### src/rtl/pkey_chk_pkg.sv
package pkey_chk_pkg;

  typedef enum logic [1:0] {
    ACC_READ      = 2'b00,
    ACC_WRITE     = 2'b01,
    ACC_FETCH     = 2'b10,
    ACC_FETCH_ALT = 2'b11
  } acc_kind_e;

  typedef enum logic [1:0] {
    CAUSE_NONE = 2'b00,
    CAUSE_PAGE = 2'b01,
    CAUSE_KEY  = 2'b10
  } cause_e;

  typedef struct packed {
    logic   allow;
    cause_e cause;
  } verdict_t;

endpackage

### src/rtl/pkey_decide.sv
module pkey_decide
  import pkey_chk_pkg::*;
#(
  parameter int KEY_W = 4
) (
  input  logic [KEY_W-1:0]          key,
  input  logic [2*(1<<KEY_W)-1:0]   rights,
  input  logic                      page_rd,
  input  logic                      page_wr,
  input  logic [1:0]                kind,
  output verdict_t                  verdict
);

  localparam int NKEYS = 1 << KEY_W;

  logic [NKEYS-1:0] ad_vec;
  logic [NKEYS-1:0] wd_vec;

  for (genvar k = 0; k < NKEYS; k++) begin : g_key
    assign ad_vec[k] = rights[2*k];
    assign wd_vec[k] = rights[2*k+1];
  end

  logic is_data;
  logic is_write;
  logic page_ok;
  logic key_ok;

  always_comb begin
    is_data  = (kind[1] == 1'b0);
    is_write = (kind == ACC_WRITE);
    page_ok  = is_write ? page_wr : page_rd;
    key_ok   = !ad_vec[key] && !(is_write && wd_vec[key]);
    if (!is_data) begin
      verdict = '{allow: 1'b1, cause: CAUSE_NONE};
    end else if (!page_ok) begin
      verdict = '{allow: 1'b0, cause: CAUSE_PAGE};
    end else if (!key_ok) begin
      verdict = '{allow: 1'b0, cause: CAUSE_KEY};
    end else begin
      verdict = '{allow: 1'b1, cause: CAUSE_NONE};
    end
  end

endmodule

### config.mk
export PLATFORM = sky130hd
export DESIGN_NAME = pkey_decide
export DESIGN_NICKNAME = d
export VERILOG_FILES = /design/src/rtl/pkey_chk_pkg.sv /design/src/rtl/pkey_decide.sv
export SDC_FILE = /design/constraint.sdc
export NUM_CORES = 1
export LEC_CHECK = 0
export CAP_MARGIN = 15
export CORE_AREA = 8 8 45 47
export DETAILED_ROUTE_END_ITERATION = 6
export DIE_AREA = 0 0 53 55
export PLACE_DENSITY = 0.89
export SETUP_SLACK_MARGIN = 0.5
export SLEW_MARGIN = 40
export SYNTH_ARGS = -nofsm -noshare
export SYNTH_HDL_FRONTEND = slang
export SYNTH_SLANG_ARGS = --single-unit
### constraint.sdc
create_clock -name vclk -period 2.8
set_clock_uncertainty 0.2 [all_clocks]
set_input_delay 0.56 -clock vclk [all_inputs]
set_output_delay 0.56 -clock vclk [all_outputs]
set_load 0.02 [all_outputs]
==> results of run 1 <==
-- per-stage QoR --
| stage | hold slack (ns) | cell area (um2) | power [mW] | util |
|---|---|---|---|---|
| 6_report | 1.405 | 952.2 | 0.1480 | 0.6881 |
| 5_1_grt | 1.425 | 952.2 | 0.1578 | 0.6881 |
| 4_1_cts | 1.442 | 927.1 | 0.1443 | 0.6700 |
| 3_5_place_dp | 2.074 | 887.1 | 0.1362 | 0.6410 |
| 3_3_place_gp | 2.051 | 887.1 | 0.1338 | 0.6410 |
| 2_1_floorplan | 1.026 | 367.9 | 0.05146 | - |
-- worst paths after layout --
path	start	to	cells after the start
setup / recovery	key[0]	verdict[2]	8
hold / removal	kind[1]	verdict[0]	4
-- what timing repair did --
action                                 in CTS  in global routing
setup buffers                               1                  0
endpoints found under the hold margin       0                  0
gates resized for setup                    77                 14
pin swaps                                  13                  6
setup endpoints to repair                   3                  3
-- kinds of logic after synthesis --
logic type,count (synthesis),share of synthesized area
multiplexers,15,0.5173
AO/OA/AOI/OAI,9,0.2188
buffers and inverters,3,0.06250
AND/OR/NAND/NOR,13,0.2014
-- placed cells by master (no fill, tap or decap), drive strengths merged, types with 2 or more instances in the layout --
| cell type | synthesis | layout |
|---|---|---|
| mux2 | 6 | 6 |
| clkdlybuf4s15 | 0 | 4 |
| a311oi | 2 | 2 |
| nor2 | 3 | 3 |
| dlymetal6s2s | 0 | 3 |
| o22ai | 2 | 2 |
| dlygate4sd2 | 0 | 12 |
| buf | 2 | 19 |
| nand2 | 2 | 2 |
| mux4 | 2 | 2 |
| nor4 | 2 | 2 |
| mux2i | 7 | 7 |
| clkbuf | 0 | 3 |
| nor2b | 3 | 3 |
| clkdlybuf4s50 | 0 | 13 |
-- area by class of cell --
type               instances  area, um2
fillers                  130      431.7
multi-input cells         37      426.7
inverters                  1      3.754
well taps                 16      20.02
repair buffers            54      501.7
-- power groups by stage --
stage / Clock [mW] / Sequential (mW) / Combinational [mW]
finish: 0 / 0 / 0.148
CTS: 0 / 0 / 0.144
global placement: 0 / 0 / 0.134
floorplan: 0 / 0 / 0.0515
global route: 0 / 0 / 0.158
detailed placement: 0 / 0 / 0.136
-- worst max-delay path: cells and delay by family --
kind / cells / cell delay [ns]
buf+inv: 3 / 0.37
mux: 1 / 0.49
simple gates: 4 / 0.63
-- routing by layer --
layer,up-vias,wire length (um),track usage
met4,0,0,0
met1,253,740,0.1337
met2,34,899,0.2168
met5,-,0,0
li1,270,-,-
met3,0,215,0.05348
==> results.toml, run 1 <==
[cells_and_area]
nFlopsAndLatches = 0
n_clock_buffer = 0
fin_nets = 134
instances_no_fill = 108
seqCellArea_um2 = 0
drive_gt1_frac = 0.4565
diodes = 0
area_growth_syn_to_layout_pct = 164.2

[global_route]
grt_usage = 0.1197
antenna_found_initial = 0
grt_pass1_vias = 592
grt_first_pass_wirelength_um = 2753
grt_overflow = 0
grt_max_degree = 7

[placed_design]
placed_cells = 107
portBuffers = 43
dpl.hpwl_um = 1486
gp_congestion = 0.8095
dp_worst_setup_slack_ns = -0.9866

[drt]
routed_via_density = 5.157
route.detailed.drc = 0
wl_um = 1854
wl_per_cell_um = 17.17
vias = 557
drtIter0Drc = 4
detail-route-antenna-nets = 0
firstDrtPassIters = 3

[pwr]
combPwrFrac = 1.000
ir_drop_mv = 0.1070
switchingPower_mw = 0.05337
power_density_nw_per_um2 = 155.5
swShare = 0.3605
power_leakage_nw = 0.4559
seqPwrFrac = 0
internal_power_mw = 0.09468
clkPwrFrac = 0

[sta]
finalMaxSlewViolations = 0
worst_slew_pin_slew_ns = 0.2630
setup_viol = 1
maxSlewHeadroom = 0.8230
min_period_ns = 2.804
tns_ns = -0.003710
worst_slack_ns = -0.003710
fin_crit_sh = 1.001
rsz0062_at_grt = "yes"
hold_viol = 0
max_freq_ghz = 0.3567

[synthesis]
yosysSeqAreaShare = 0
yosysMostFrequentCell = "mux2i_1"
synth.area.top_cells = "mux2i_1, mux2_2, mux4_2"
ys_top_cells_by_count = "mux2i_1, mux2_2, nor2_1, nor2b_1"
ys_types = 22
synth_top_area_share = 0.1944
avgSynthCellArea_um2 = 9.009
synthCells = 40
yosysWarningCount = 0
syn_nets = 80
syn-cell-area_um2 = 360.3
synth_top_area_cell = "mux2i_1"

[worst_setup_path]
crit_type = "input port to primary output"
worstPathArrival_ns = 2.04
critPathRequiredTime_ns = 2.04
crit_fanout = 3
critPathLaunchType = "input port"
crit_slowest_cell = "mux4_2"
end_kind = "primary output"
critPathMaxStageDelay_ns = 0.49
cp_cell_sequence = "buf_8 -> mux4_2 -> nor2_2 -> nor4b_2 -> nor4_1 -> buf_4 -> nor2b_4 -> buf_6"

[floorplanning]
ioPinCount = 43
fp-row-count = 14
die_y_um = 55
chipWidth_um = 53
start_util = 0.2604
core_um2 = 1384
die-area_um2 = 2915

[job]
maxCapViolCount = 0

[worst_hold_path]
min_path_type = "input port to primary output"

[cts]
holdBufCountCts = 0

[run_status]
violations = "setup timing"
status = "complete, but fails checks"
Note: power is estimated with default switching activity, not from simulation.
==> run 2, diff against run 1 <==
- CAP_MARGIN: 15 -> 20
==> results of run 2 <==
Final layout, timing and power as in run 1 (identical DEF).
